**src/rtl/irq_daisy_pkg.sv**
```systemverilog
package irq_daisy_pkg;

  localparam int unsigned MAX_GROUPS = 32;

  // keep only the lowest set bit of a vector
  function automatic logic [MAX_GROUPS-1:0] low_bit(input logic [MAX_GROUPS-1:0] v);
    return v & (~v + 1'b1);
  endfunction

endpackage

```
**src/rtl/irq_slot_chain.sv**
```systemverilog
module irq_slot_chain #(
  parameter int SLOTS = 4,
  localparam int SLOT_W = (SLOTS > 1) ? $clog2(SLOTS) : 1
) (
  input  logic              clk,
  input  logic              rst_n,
  input  logic [SLOTS-1:0]  set_i,
  input  logic              ack_in,
  output logic              req_o,
  output logic              hit_o,
  output logic [SLOT_W-1:0] slot_o
);

  logic [SLOTS-1:0] pend_q;
  logic [SLOTS:0]   pass;
  logic [SLOTS-1:0] take;

  assign pass[0] = ack_in;

  // acknowledge ripples from slot 0 upward; the first pending slot keeps it
  generate
    for (genvar i = 0; i < SLOTS; i++) begin : g_link
      assign take[i]   = pass[i] & pend_q[i];
      assign pass[i+1] = pass[i] & ~pend_q[i];
    end
  endgenerate

  always_ff @(posedge clk) begin
    if (!rst_n) pend_q <= '0;
    else        pend_q <= (pend_q & ~take) | set_i;
  end

  always_comb begin
    slot_o = '0;
    for (int i = 0; i < SLOTS; i++)
      if (take[i]) slot_o = slot_o | SLOT_W'(i);
  end

  assign req_o = |pend_q;
  assign hit_o = |take;

endmodule

```
**src/rtl/irq_group_arb.sv**
```systemverilog
module irq_group_arb
  import irq_daisy_pkg::*;
#(
  parameter int GROUPS = 2
) (
  input  logic              clk,
  input  logic              rst_n,
  input  logic [GROUPS-1:0] grp_req_i,
  input  logic              ack_i,
  input  logic              eos_i,
  output logic [GROUPS-1:0] grp_ack_o,
  output logic [GROUPS-1:0] insvc_o
);

  logic [GROUPS-1:0] insvc_q;
  logic [GROUPS-1:0] open_lvl;
  logic [GROUPS-1:0] elig;
  logic [GROUPS-1:0] grant;
  logic [GROUPS-1:0] pop;
  logic [MAX_GROUPS-1:0] grant_w;
  logic [MAX_GROUPS-1:0] pop_w;

  // group g is open when nothing at index <= g is in service
  assign open_lvl[0] = ~insvc_q[0];
  generate
    for (genvar g = 1; g < GROUPS; g++) begin : g_open
      assign open_lvl[g] = open_lvl[g-1] & ~insvc_q[g];
    end
  endgenerate

  assign elig    = grp_req_i & open_lvl;
  assign grant_w = low_bit(MAX_GROUPS'(elig));
  assign grant   = grant_w[GROUPS-1:0];
  assign pop_w   = low_bit(MAX_GROUPS'(insvc_q));
  assign pop     = eos_i ? pop_w[GROUPS-1:0] : '0;

  assign grp_ack_o = ack_i ? grant : '0;

  always_ff @(posedge clk) begin
    if (!rst_n) insvc_q <= '0;
    else        insvc_q <= (insvc_q & ~pop) | grp_ack_o;
  end

  assign insvc_o = insvc_q;

endmodule

```
**src/rtl/irq_daisy_arbiter.sv**
```systemverilog
module irq_daisy_arbiter #(
  parameter int GROUPS = 2,
  parameter int SLOTS  = 4,
  localparam int NSLOT  = GROUPS * SLOTS,
  localparam int ID_W   = (NSLOT > 1) ? $clog2(NSLOT) : 1,
  localparam int SLOT_W = (SLOTS > 1) ? $clog2(SLOTS) : 1
) (
  input  logic              clk,
  input  logic              rst_n,
  input  logic [NSLOT-1:0]  req_set_i,
  input  logic              ack_i,
  input  logic              eos_i,
  output logic [GROUPS-1:0] grp_req_o,
  output logic [GROUPS-1:0] grp_ack_o,
  output logic [GROUPS-1:0] in_service_o,
  output logic              vec_valid_o,
  input  logic              vec_ready_i,
  output logic [ID_W-1:0]   vec_id_o
);

  logic                     stall;
  logic                     ack_go;
  logic [GROUPS-1:0]        hit;
  logic [GROUPS*SLOT_W-1:0] slot_flat;
  logic [ID_W-1:0]          win_id;
  logic                     vld_q;
  logic [ID_W-1:0]          id_q;

  assign stall  = vld_q & ~vec_ready_i;
  assign ack_go = ack_i & ~stall;

  irq_group_arb #(.GROUPS(GROUPS)) u_garb (
    .clk       (clk),
    .rst_n     (rst_n),
    .grp_req_i (grp_req_o),
    .ack_i     (ack_go),
    .eos_i     (eos_i),
    .grp_ack_o (grp_ack_o),
    .insvc_o   (in_service_o)
  );

  generate
    for (genvar g = 0; g < GROUPS; g++) begin : g_grp
      irq_slot_chain #(.SLOTS(SLOTS)) u_chain (
        .clk    (clk),
        .rst_n  (rst_n),
        .set_i  (req_set_i[g*SLOTS +: SLOTS]),
        .ack_in (grp_ack_o[g]),
        .req_o  (grp_req_o[g]),
        .hit_o  (hit[g]),
        .slot_o (slot_flat[g*SLOT_W +: SLOT_W])
      );
    end
  endgenerate

  always_comb begin
    win_id = '0;
    for (int g = 0; g < GROUPS; g++)
      if (hit[g])
        win_id = ID_W'(g * SLOTS) + ID_W'(slot_flat[g*SLOT_W +: SLOT_W]);
  end

  always_ff @(posedge clk) begin
    if (!rst_n) begin
      vld_q <= 1'b0;
      id_q  <= '0;
    end else begin
      if (vld_q && vec_ready_i) vld_q <= 1'b0;
      if (|hit) begin
        vld_q <= 1'b1;
        id_q  <= win_id;
      end
    end
  end

  assign vec_valid_o = vld_q;
  assign vec_id_o    = id_q;

endmodule

```
**config.mk**
```make
export PLATFORM = sky130hd
export DESIGN_NAME = irq_daisy_arbiter
export DESIGN_NICKNAME = d
export VERILOG_FILES = /design/src/rtl/irq_daisy_pkg.sv /design/src/rtl/irq_slot_chain.sv /design/src/rtl/irq_group_arb.sv /design/src/rtl/irq_daisy_arbiter.sv
export SDC_FILE = /design/constraint.sdc
export NUM_CORES = 1
export LEC_CHECK = 0
export BUFFER_PORTS_ARGS = -buffer_cell sky130_fd_sc_hd__clkbuf_2
export CAP_MARGIN = 30
export CORE_AREA = 2 2 53 55
export DETAILED_ROUTE_END_ITERATION = 6
export DIE_AREA = 0 0 55 57
export GPL_ROUTABILITY_DRIVEN = 0
export SYNTH_ARGS = -nofsm -noshare
export SYNTH_HDL_FRONTEND = slang
export SYNTH_SLANG_ARGS = --single-unit
```
**constraint.sdc**
```tcl
create_clock -name clk -period 3.3 [get_ports clk]
set_input_delay 0.66 -clock clk [delete_from_list [all_inputs] [get_ports clk]]
set_output_delay 0.66 -clock clk [all_outputs]
set_load 0.1 [all_outputs]
```
# Yosys cells after proc, flatten, opt, wreduce, memory -nomap -nowiden
# Cells that the tools add are included.
dict set report op_classes {
  n_reduce_logical 7
  addsub 3
  n_mux 12
  n_bitwise 41
}
# operator count
set op_table {}
lappend op_table {{bitwise AND 1 bit} 17}
lappend op_table {{OR reduction 4 bit} 4}
lappend op_table {{2-to-1 mux 2 bit} 7}
lappend op_table {{NOT 1 bit} 10}
lappend op_table {{bitwise AND 2 bit} 4}
lappend op_table {{bitwise AND 4 bit} 2}
lappend op_table {{NOT 4 bit} 2}
lappend op_table {{OR 4 bit} 2}
lappend op_table {{OR reduction 8 bit} 1}
lappend op_table {{NOT 2 bit} 3}
lappend op_table {{adder 2 x 1 -> 2 bit, second input constant} 2}
lappend op_table {{2-to-1 mux 1 bit} 4}
lappend op_table {{adder 3 x 2 -> 3 bit, first input constant} 1}
lappend op_table {{2-to-1 mux 3 bit} 1}
lappend op_table {{OR 2 bit} 1}
lappend op_table {{nonzero test 2 bit} 1}
lappend op_table {{logical AND 1 bit} 1}
dict set report totals {
  register_bits 14
  output_inout_bits 10
  word_cells 68
  input_bits 13
}

# Depth between registers and ports, before layout
# Gate-level depths: netlist of the first run.
dict set report depth {
  depth_word 14
  ltp_mapped 7
  ltp_nobuf 5
}

# Hierarchy
# A second synthesis of the first run with hierarchy kept.
dict set report hier_totals {
  cells_unflattened 73
  hier_area_um2 651.9
}
# module seq_area_each_um2 cells_per_inst area_per_inst_um2 instances
set modules_own_cells {}
lappend modules_own_cells {irq_slot_chain 80.1 23 183.9 2}
lappend modules_own_cells {irq_daisy_arbiter 80.1 15 173.9 1}
lappend modules_own_cells {irq_group_arb 40.0 12 110.1 1}

# Least setup slack after synthesis of the first run
# OpenSTA, ideal clock, no wires.
dict set report synth_timing {
  path_type {register to output}
  start {reg vld_q, in the netlist vec_valid_o}
  end {out grp_ack_o[1]}
  path_stages_with_launch 7
  t_arrival_ns 2.026
  path_buffers 2
  required_time_ns 2.640
  path_slack_ns 0.614
  path_cell_list {dfxtp_1 nor2b_1 or4_4 buf_6 nand2b_1 inv_1 buf_4}
}
dict set report synth_between {
  elab_chain_len 4
}
# item line_no
set synth_lines {}
lappend synth_lines {{start, declared} irq_daisy_arbiter.sv:26} ;# logic vld_q;
lappend synth_lines {{start signal, assigned} irq_daisy_arbiter.sv:65} ;# vld_q <= 1'b0;
lappend synth_lines {{start signal, assigned} irq_daisy_arbiter.sv:68} ;# if (vld_q && vec_ready_i) vld_q <= 1'b0;
lappend synth_lines {{start signal, assigned} irq_daisy_arbiter.sv:70} ;# vld_q <= 1'b1;
lappend synth_lines {{bitwise AND 1 bit} irq_daisy_arbiter.sv:29} ;# assign stall = vld_q & ~vec_ready_i;
lappend synth_lines {{NOT 1 bit} irq_daisy_arbiter.sv:30} ;# assign ack_go = ack_i & ~stall;
lappend synth_lines {{bitwise AND 1 bit} irq_daisy_arbiter.sv:30}
lappend synth_lines {{2-to-1 mux 2 bit} irq_group_arb.sv:37} ;# assign grp_ack_o = ack_i ? grant : '0;
lappend synth_lines {{end, declared} irq_daisy_arbiter.sv:14} ;# output logic [GROUPS-1:0] grp_ack_o,
# No other way between the ends.

# Worst setup path after layout of the first run
dict set report layout_timing {
  start {reg g_grp[0].u_chain.pend_q[0]}
  end {out grp_ack_o[1]}
}
dict set report layout_between {
  elab_chain_len 6
}
# item line_no
set layout_lines {}
lappend layout_lines {{start, declared} irq_slot_chain.sv:14} ;# logic [SLOTS-1:0] pend_q;
lappend layout_lines {{start signal, assigned} irq_slot_chain.sv:30} ;# else pend_q <= (pend_q & ~take) | set_i;
lappend layout_lines {{OR reduction 4 bit} irq_slot_chain.sv:39} ;# assign req_o = |pend_q;
lappend layout_lines {{bitwise AND 2 bit} irq_group_arb.sv:31} ;# assign elig = grp_req_i & open_lvl;
lappend layout_lines {{NOT 2 bit} irq_daisy_pkg.sv:7} ;# return v & (~v + 1'b1);
lappend layout_lines {{adder 2 x 1 -> 2 bit} irq_daisy_pkg.sv:7}
lappend layout_lines {{bitwise AND 2 bit} irq_daisy_pkg.sv:7}
lappend layout_lines {{2-to-1 mux 2 bit} irq_group_arb.sv:37}
# No other way between the ends.

==> impl_summary.txt, run 1 <==
----------------------------------------------------
[Synth]
  Number of warning messages in the yosys log ... 0
  Mean instance size in the synthesized netlist ... 8.82 sq um
  Largest cells by area after synthesis ... sky130_fd_sc_hd__dfxtp_1, sky130_fd_sc_hd__o21a_1, sky130_fd_sc_hd__a21boi_0, sky130_fd_sc_hd__buf_4, sky130_fd_sc_hd__inv_1
  Register bit total from synthesis ... 14
  Primary flip-flop cell chosen by synthesis mapping ... sky130_fd_sc_hd__dfxtp_1
  Register area share after synthesis ... roughly two fifths
  Synth area leader ... sky130_fd_sc_hd__dfxtp_1
  Netlist area before placement ... between 600 and 700 sq um
  Top-area cell type share of the netlist area ... between 40% and 50%
  Unique masters post-synth ... 26
  Cell count after synthesis ... between 70 and 80
  Number of synthesized flops with an enable pin ... 0
  Asr flop ratio synth ... 0%
  Synthesized Nets ... 90

[Global routing]
  Vias in the first global route ... between 500 and 600
  Overall overflow remaining after global route ... 0
  Overall fraction of global-route tracks in use ... approximately a tenth
  Antenna violations before repair ... 0
  Global-route wire length before repair ... around 2.3 mm
  Largest net degree at the start of global routing ... 16

[Power]
  Switching share of power ... ~40%
  Share of power burned in registers ... roughly 46%
  Clock power frac ... a little over a fifth
  Total leakage power ... roughly 0.36 nW
  Sum of internal, switching and leakage power ... between 0.4 and 0.5 mW
  Net Switching ... 0.170 mW
  Relative contribution of combinational cells to total power ... roughly 33%
  Areal power density over the cells ... about 530 mW/mm^2
  Total internal power ... ~0.26 mW
  Worst vdd ir ... 0.192 mV

[Cells and area]
  # diodes ... 0
  Signed area change from the synthesized netlist to the final layout ... 18.6%
  Final standard cell utilization of the core ... between 30 and 40%
  Number of fillers in the final layout ... between 200 and 300
  Net count reported at finish ... ~110
  Non-filler cells, final ... roughly 130
  Fraction of layout cells with a size suffix above 1 ... roughly 30%

[Setup path]
  Data arrival time of the worst path ... 2.35 ns
  Worst EP required ... ~2.6 ns
  Number of buffer and inverter instances along the worst setup path ... 3
  Largest delay contributor family on the critical path ... simple AND/OR/NAND/NOR gates
  Worst reg2reg path startpoint ... g_grp[0].u_chain.pend_q[0]
  Crit. Startpoint ... g_grp[0].u_chain.pend_q[0]
  Worst Path Max Fanout ... 9
  Critical path launch point type ... flop
  Endpoint type of the worst setup path ... primary output
  Biggest cell delay along the critical path ... around 0.58 ns
  Cell-by-cell listing of the critical path ... nor4_2 > inv_2 > or4_4 > nand2b_1 > inv_1 > clkbuf_2
  Type of the worst setup path ... reg2out
  CP max-delay cell ... sky130_fd_sc_hd__or4_4

[STA]
  Final Hold Violating Endpoints ... 0
  Final setup TNS ... 0 ns
  Post-layout minimum cycle time ... 3.01 ns
  Slew margin rel. ... 47.6%
  Final Cycle Share ... between 90% and 100%
  Count of endpoints failing setup in the final report ... 0
  Pins over their slew limit ... 0
  Maximum clock skew at final layout ... 0.00653 ns
  Setup repair after global routing missed its margin ... no
  Transition at the pin with the smallest max-transition slack ... a little under 0.8 ns
  Fmax ... around 330 MHz

[Place]
  Placed Cells ... 124
  Buffers added on ports ... 22
  Final HPWL from detailed placement ... around 1.1 mm

[Die]
  Boundary Pins ... 23
  Std-Cell Core Area ... around 0.0026 sq mm
  Initial core utilization ... between 20% and 30%
  Number of rows in the core area ... 19
  Total die area ... 0.00314 sq mm
  Die outline height ... about 57 um
  Chip Width ... around 55 um

[Status]
  Result of the run ... complete, no violations

[Clock tree]
  Cts hold-fix bufs ... 0
  Clock-pin slew of the registers on the worst-case setup and hold paths ... approximately 0.080 ns
  Number of buffers inserted during clock tree synthesis ... 3
  Clock Latency Late Sink ... approximately 0.27 ns
  CTS H-tree lvls ... 1
  Clock tree from TritonCTS ... done
  Root cell of the clock tree ... sky130_fd_sc_hd__clkbuf_4
  Setup bufs post-CTS ... 0
  Post-cts resize count ... 0
  Max clock buf depth ... 2
  Total clock sinks ... 14

[Detailed routing]
  Via density per instance ... between 4 and 5
  Count of nets left with antenna violations after detail routing ... 0
  Detailed Route WL ... 1.43 mm
  Avg WL per Cell ... between 10 and 15 um
  Vias post-DR ... 592
  Number of detailed-routing iterations run before antenna repair ... 4
  DRC violations left ... 0
  DR iter-0 viols ... 5

[Worst hold path]
  Min-delay src ... vec_id_o[2]
  Worst min-delay path class ... reg2reg

[Run]
  Maxcap violations ... 0

----------------------------------------------------
-- path summary, 6_finish.rpt --
| path | to | slack [ns] | depth (start not counted) |
|---|---|---|---|
| worst max-delay path | grp_ack_o[1] | 0.29 | 6 |
| worst min-delay path | vec_id_o[2] | 0.50 | 2 |
| worst max register to register | vec_id_o[0] | 1.33 | 5 |
| worst min register to register | vec_id_o[2] | 0.50 | 2 |
-- Yosys cell counts (2+ instances only) --
cell type                  instances
sky130_fd_sc_hd__o21a_1            7
sky130_fd_sc_hd__a21oi_1           4
sky130_fd_sc_hd__nand2_1           4
sky130_fd_sc_hd__nor4_1            2
sky130_fd_sc_hd__nor2b_1           4
sky130_fd_sc_hd__nand3_1           2
sky130_fd_sc_hd__nand2b_1          3
sky130_fd_sc_hd__o31a_1            2
sky130_fd_sc_hd__buf_4             4
sky130_fd_sc_hd__o21ai_0           3
sky130_fd_sc_hd__dfxtp_1          14
sky130_fd_sc_hd__inv_1             8
sky130_fd_sc_hd__a21boi_0          5
sky130_fd_sc_hd__nor2_1            3
-- registers in the layout, indices dropped and copies added, names as in the netlist --
register / flops
g_grp.u_chain.pend_q: 8
u_garb.insvc_o: 2
vec_id_o: 3
vec_valid_o: 1
-- layer usage --
metal	vias to the layer above	routed length, um	track usage [%]
li1	308	-	-
met1	269	628	12.6
met2	13	699	14.8
met3	2	83	2.88
met4	0	13	6.27
met5	-	0	0
-- area by class of cell --
cell class	count	area (sq um)	area share, %
multi-input cells	48	320	39.8
inverters	9	33.8	4.19
repair buffers	22	110	13.7
flip-flops and latches	14	280	34.8
clock buffers	3	22.5	2.80
well taps	31	38.8	4.81
-- kinds of logic (layout without fill, tap and decap cells) --
logic type	Yosys count	in the layout	share of synthesized area (%)
and+or+nand+nor	21	21	17.9
DFF	14	14	41.3
buffers and inverters	15	34	11.6
AOI/OAI and AO/OA	27	27	29.3
-- cells in the final DEF (no fill, tap or decap), drive strengths merged --
| cell type | count |
|---|---|
| nor2 | 3 |
| o31a | 2 |
| nand2b | 3 |
| dfxtp | 14 |
| o22a | 1 |
| nor4 | 3 |
| o41a | 1 |
| nand2 | 4 |
| a31oi | 1 |
| a21boi | 5 |
| o21a | 7 |
| nor2b | 4 |
| o21ai | 4 |
| a21oi | 4 |
| inv | 9 |
| nor3 | 1 |
| o32ai | 1 |
| or4 | 1 |
| a41oi | 1 |
| nand3 | 2 |
| clkbuf | 25 |
-- per-stage QoR --
| step | hold slack, ns | area [sq um] | worst slack, ns |
|---|---|---|---|
| floorplan | 0.505 | 679 | 0.614 |
| global placement | 0.457 | 783 | 0.594 |
| detailed placement | 0.497 | 783 | 0.579 |
| CTS | 0.509 | 806 | 0.277 |
| global route | 0.523 | 806 | 0.137 |
| finish | 0.504 | 806 | 0.295 |
-- worst reg2reg max path: stages (launching register included) --
cell and delay, ns:
sky130_fd_sc_hd__dfxtp_1 0.36, sky130_fd_sc_hd__nor4_2 0.36, sky130_fd_sc_hd__inv_2 0.08, sky130_fd_sc_hd__or4_4 0.58
sky130_fd_sc_hd__o22a_1 0.23, sky130_fd_sc_hd__o32ai_2 0.28
-- power groups by stage --
stage	registers, mW	logic (mW)	clock network, mW
after CTS	0.195	0.141	0.0964
after floorplan	0.238	0.0812	0
final	0.195	0.140	0.0923
after detailed placement	0.199	0.141	0
after global routing	0.197	0.149	0.108
after global placement	0.198	0.140	0
Note: power is estimated with default switching activity, not from simulation.
==> inputs of run 2 (changes only) <==
--- a/config.mk
+++ b/config.mk
@@ -5,12 +5,13 @@
 export SDC_FILE = /design/constraint.sdc
 export NUM_CORES = 1
 export LEC_CHECK = 0
-export BUFFER_PORTS_ARGS = -buffer_cell sky130_fd_sc_hd__clkbuf_2
+export BUFFER_PORTS_ARGS = -buffer_cell sky130_fd_sc_hd__buf_2
 export CAP_MARGIN = 30
 export CORE_AREA = 2 2 53 55
 export DETAILED_ROUTE_END_ITERATION = 6
 export DIE_AREA = 0 0 55 57
 export GPL_ROUTABILITY_DRIVEN = 0
+export SLEW_MARGIN = 20
 export SYNTH_ARGS = -nofsm -noshare
 export SYNTH_HDL_FRONTEND = slang
 export SYNTH_SLANG_ARGS = --single-unit
==> run 2 against run 1 <==
  * Clock skew fell by 0.0043 ns
  * Hold slack got worse by 0.013 ns
  * Critical path depth did not move
  * Clock power rose by 33%
  * Die area did not move
  * Worst setup slack barely moved
  * Combinational power barely moved
  * Total power rose by 7.5%
  * Critical path type unchanged
==> impl_summary.txt, run 2 (same netlist as run 1, synthesis figures left out) <==
----------------------------------------------------
[Status]
  Result of the run ... complete, no violations

[Cells and area]
  Fin area ... 820 sq um (+1.7%)
  Most flop-heavy register ... g_grp.u_chain.pend_q
  Non-filler cells, final ... 128 (+0.79%)
  # diodes ... 0 (unchanged)
  Most common cell after layout, fill and taps aside ... sky130_fd_sc_hd__buf_2
  Commonest non-fill, non-tap cells in the layout ... sky130_fd_sc_hd__buf_2, sky130_fd_sc_hd__dfxtp_1, sky130_fd_sc_hd__inv_1, sky130_fd_sc_hd__o21a_1, sky130_fd_sc_hd__a21boi_0
  Number of flip-flops in the largest register ... 8 (unchanged)
  Number of fillers in the final layout ... 298 (+0.68%)
  Net count reported at finish ... 111 (unchanged)
  Fraction of layout cells with a size suffix above 1 ... 30.9% (+0.72 points)
  Final standard cell utilization of the core ... 31.3% (+0.53 points)
  Signed area change from the synthesized netlist to the final layout ... 20.6%

[Setup path]
  CP max-delay cell ... sky130_fd_sc_hd__or4_4
  Worst reg2reg path startpoint ... g_grp[0].u_chain.pend_q[0]
  Biggest cell delay along the critical path ... 0.59 ns (about the same)
  Cell-by-cell listing of the critical path ... nor4_2 > inv_2 > or4_4 > nand2b_1 > inv_1 > buf_2
  Register-to-register setup slack ... 1.31 ns (-0.02 ns)
  Worst reg2reg endpoint ... vec_id_o[0]
  Endpoint type of the worst setup path ... primary output
  Data arrival time of the worst path ... 2.35 ns (about the same)
  Number of buffer and inverter instances along the worst setup path ... 3 (unchanged)
  Type of the worst setup path ... reg2out
  Largest delay contributor family on the critical path ... simple AND/OR/NAND/NOR gates
  Critical path launch point type ... flop
  Worst EP required ... 2.64 ns (about the same)
  Depth of the most critical reg-to-reg path ... 5 (unchanged)
  Worst Path Max Fanout ... 9 (unchanged)

[Clock tree]
  CTS H-tree lvls ... 1 (unchanged)
  Clock tree from TritonCTS ... done
  Root cell of the clock tree ... sky130_fd_sc_hd__clkbuf_4
  Max clock buf depth ... 2 (unchanged)
  Number of buffers inserted during clock tree synthesis ... 3 (unchanged)
  Clock-pin slew of the registers on the worst-case setup and hold paths ... 0.09 ns (about the same)
  Clock Latency Late Sink ... 0.28 ns (about the same)
  Cts hold-fix bufs ... 0 (unchanged)
  Setup bufs post-CTS ... 0 (unchanged)
  Post-cts resize count ... 0 (unchanged)
  Total clock sinks ... 14 (unchanged)

[Global routing]
  Largest net degree at the start of global routing ... 16 (unchanged)
  Overall overflow remaining after global route ... 0 (unchanged)
  Overall fraction of global-route tracks in use ... 10.2% (+0.11 points)
  Global-route wire length before repair ... 2.31 mm (+1.2%)
  Antenna violations before repair ... 0 (unchanged)
  Vias in the first global route ... 549 (+1.5%)

[STA]
  Final Cycle Share ... 91.1% (about the same)
  Fmax ... 333 MHz (about the same)
  Slew margin rel. ... 50.9% (+3.2 points)
  Count of endpoints failing setup in the final report ... 0 (unchanged)
  Maximum clock skew at final layout ... 0.00225 ns (-0.00427 ns)
  Pins over their slew limit ... 0 (unchanged)
  Hold Worst Slack ... 0.491 ns (-0.0132 ns)
  Final setup TNS ... 0 ns (unchanged)
  Setup repair after global routing missed its margin ... no
  Transition at the pin with the smallest max-transition slack ... 0.730 ns (-0.0480 ns)
  Post-layout minimum cycle time ... 3.01 ns (+0.000315 ns)
  Final Hold Violating Endpoints ... 0 (unchanged)

[Detailed routing]
  Count of nets left with antenna violations after detail routing ... 0 (unchanged)
  Avg WL per Cell ... 11.3 um (+0.89%)
  Vias post-DR ... 591 (-0.17%)
  Number of detailed-routing iterations run before antenna repair ... 4 (unchanged)
  Via density per instance ... 4.62 (-0.95%)
  Detailed Route WL ... 1.45 mm (+1.7%)
  DRC violations left ... 0 (unchanged)
  DR iter-0 viols ... 6 (+1)

[Power]
  Worst vdd ir ... 0.204 mV (+6.2%)
  Areal power density over the cells ... 560 mW/mm^2 (+5.7%)
  Total leakage power ... 0.363 nW (+2.3%)

[Place]
  Placed Cells ... 124 (unchanged)
  Placed inst area ... 783 sq um (unchanged)
  Buffers added on ports ... 22 (unchanged)
  Final HPWL from detailed placement ... 1.15 mm (+2.2%)

[Die]
  Number of rows in the core area ... 19 (unchanged)
  Boundary Pins ... 23 (unchanged)
  Initial core utilization ... 26.0% (unchanged)
  Total die area ... 0.00314 sq mm (unchanged)
  Std-Cell Core Area ... 0.00262 sq mm (unchanged)
  Die outline height ... 57 um (unchanged)
  Chip Width ... 55 um (unchanged)

[Worst hold path]
  Worst Hold End ... vec_id_o[2]
  Worst Hold Depth ... 2 (unchanged)
  Min-delay src ... vec_id_o[2]
  Worst min-delay path class ... reg2reg

[Run]
  Maxcap violations ... 0 (unchanged)

----------------------------------------------------
-- run 2: worst max path at each step --
stage                                     from            to  slack [ns]  cells past startpoint
detailed placement  g_grp[0].u_chain.pend_q[0]  grp_ack_o[1]        0.61                      6
global placement                   vec_ready_i  grp_ack_o[1]        0.63                      6
finish              g_grp[0].u_chain.pend_q[0]  grp_ack_o[1]        0.29                      6
CTS                 g_grp[0].u_chain.pend_q[0]  grp_ack_o[1]        0.29                      6
floorplan                          vec_valid_o  grp_ack_o[1]        0.61                      6
global route        g_grp[0].u_chain.pend_q[0]  grp_ack_o[1]        0.16                      6
-- run 2: layout make-up --
type                    count  area, sq um  area share [%]
multi-input cells          48          320            39.1
well taps                  31         38.8            4.73
flip-flops and latches     14          280            34.2
inverters                   9         33.8            4.12
clock buffers               4         36.3            4.43
repair buffers             22          110            13.4
-- run 2: metal layers --
| layer | share of wire [%] | wire length, um | global-route usage (%) | vias up |
|---|---|---|---|---|
| li1 | - | - | - | 306 |
| met1 | 44 | 639 | 12.5 | 270 |
| met2 | 48 | 702 | 15.6 | 13 |
| met3 | 6.3 | 91 | 3.14 | 2 |
| met4 | 1.1 | 16 | 5.23 | 0 |
| met5 | 0 | 0 | 0 | - |
-- run 2: power by group --
group	switching (mW)	leakage, nW	total [mW]	internal, mW
Clock	0.0563	0.0210	0.123	0.0671
Sequential	0.0122	0.116	0.194	0.182
Combinational	0.108	0.226	0.141	0.0335
-- run 2: per-stage QoR --
step           setup WS, ns  power (mW)
2_1_floorplan         0.614       0.319
3_5_place_dp          0.609       0.340
3_3_place_gp          0.630       0.338
6_report              0.295       0.459
4_1_cts               0.291       0.464
5_1_grt               0.163       0.485
-- run 2: tightest hold or removal path, stage by stage, from the launching register on --
cell and delay [ns]:
sky130_fd_sc_hd__dfxtp_1 0.31, sky130_fd_sc_hd__nand2_1 0.05, sky130_fd_sc_hd__a21boi_0 0.08
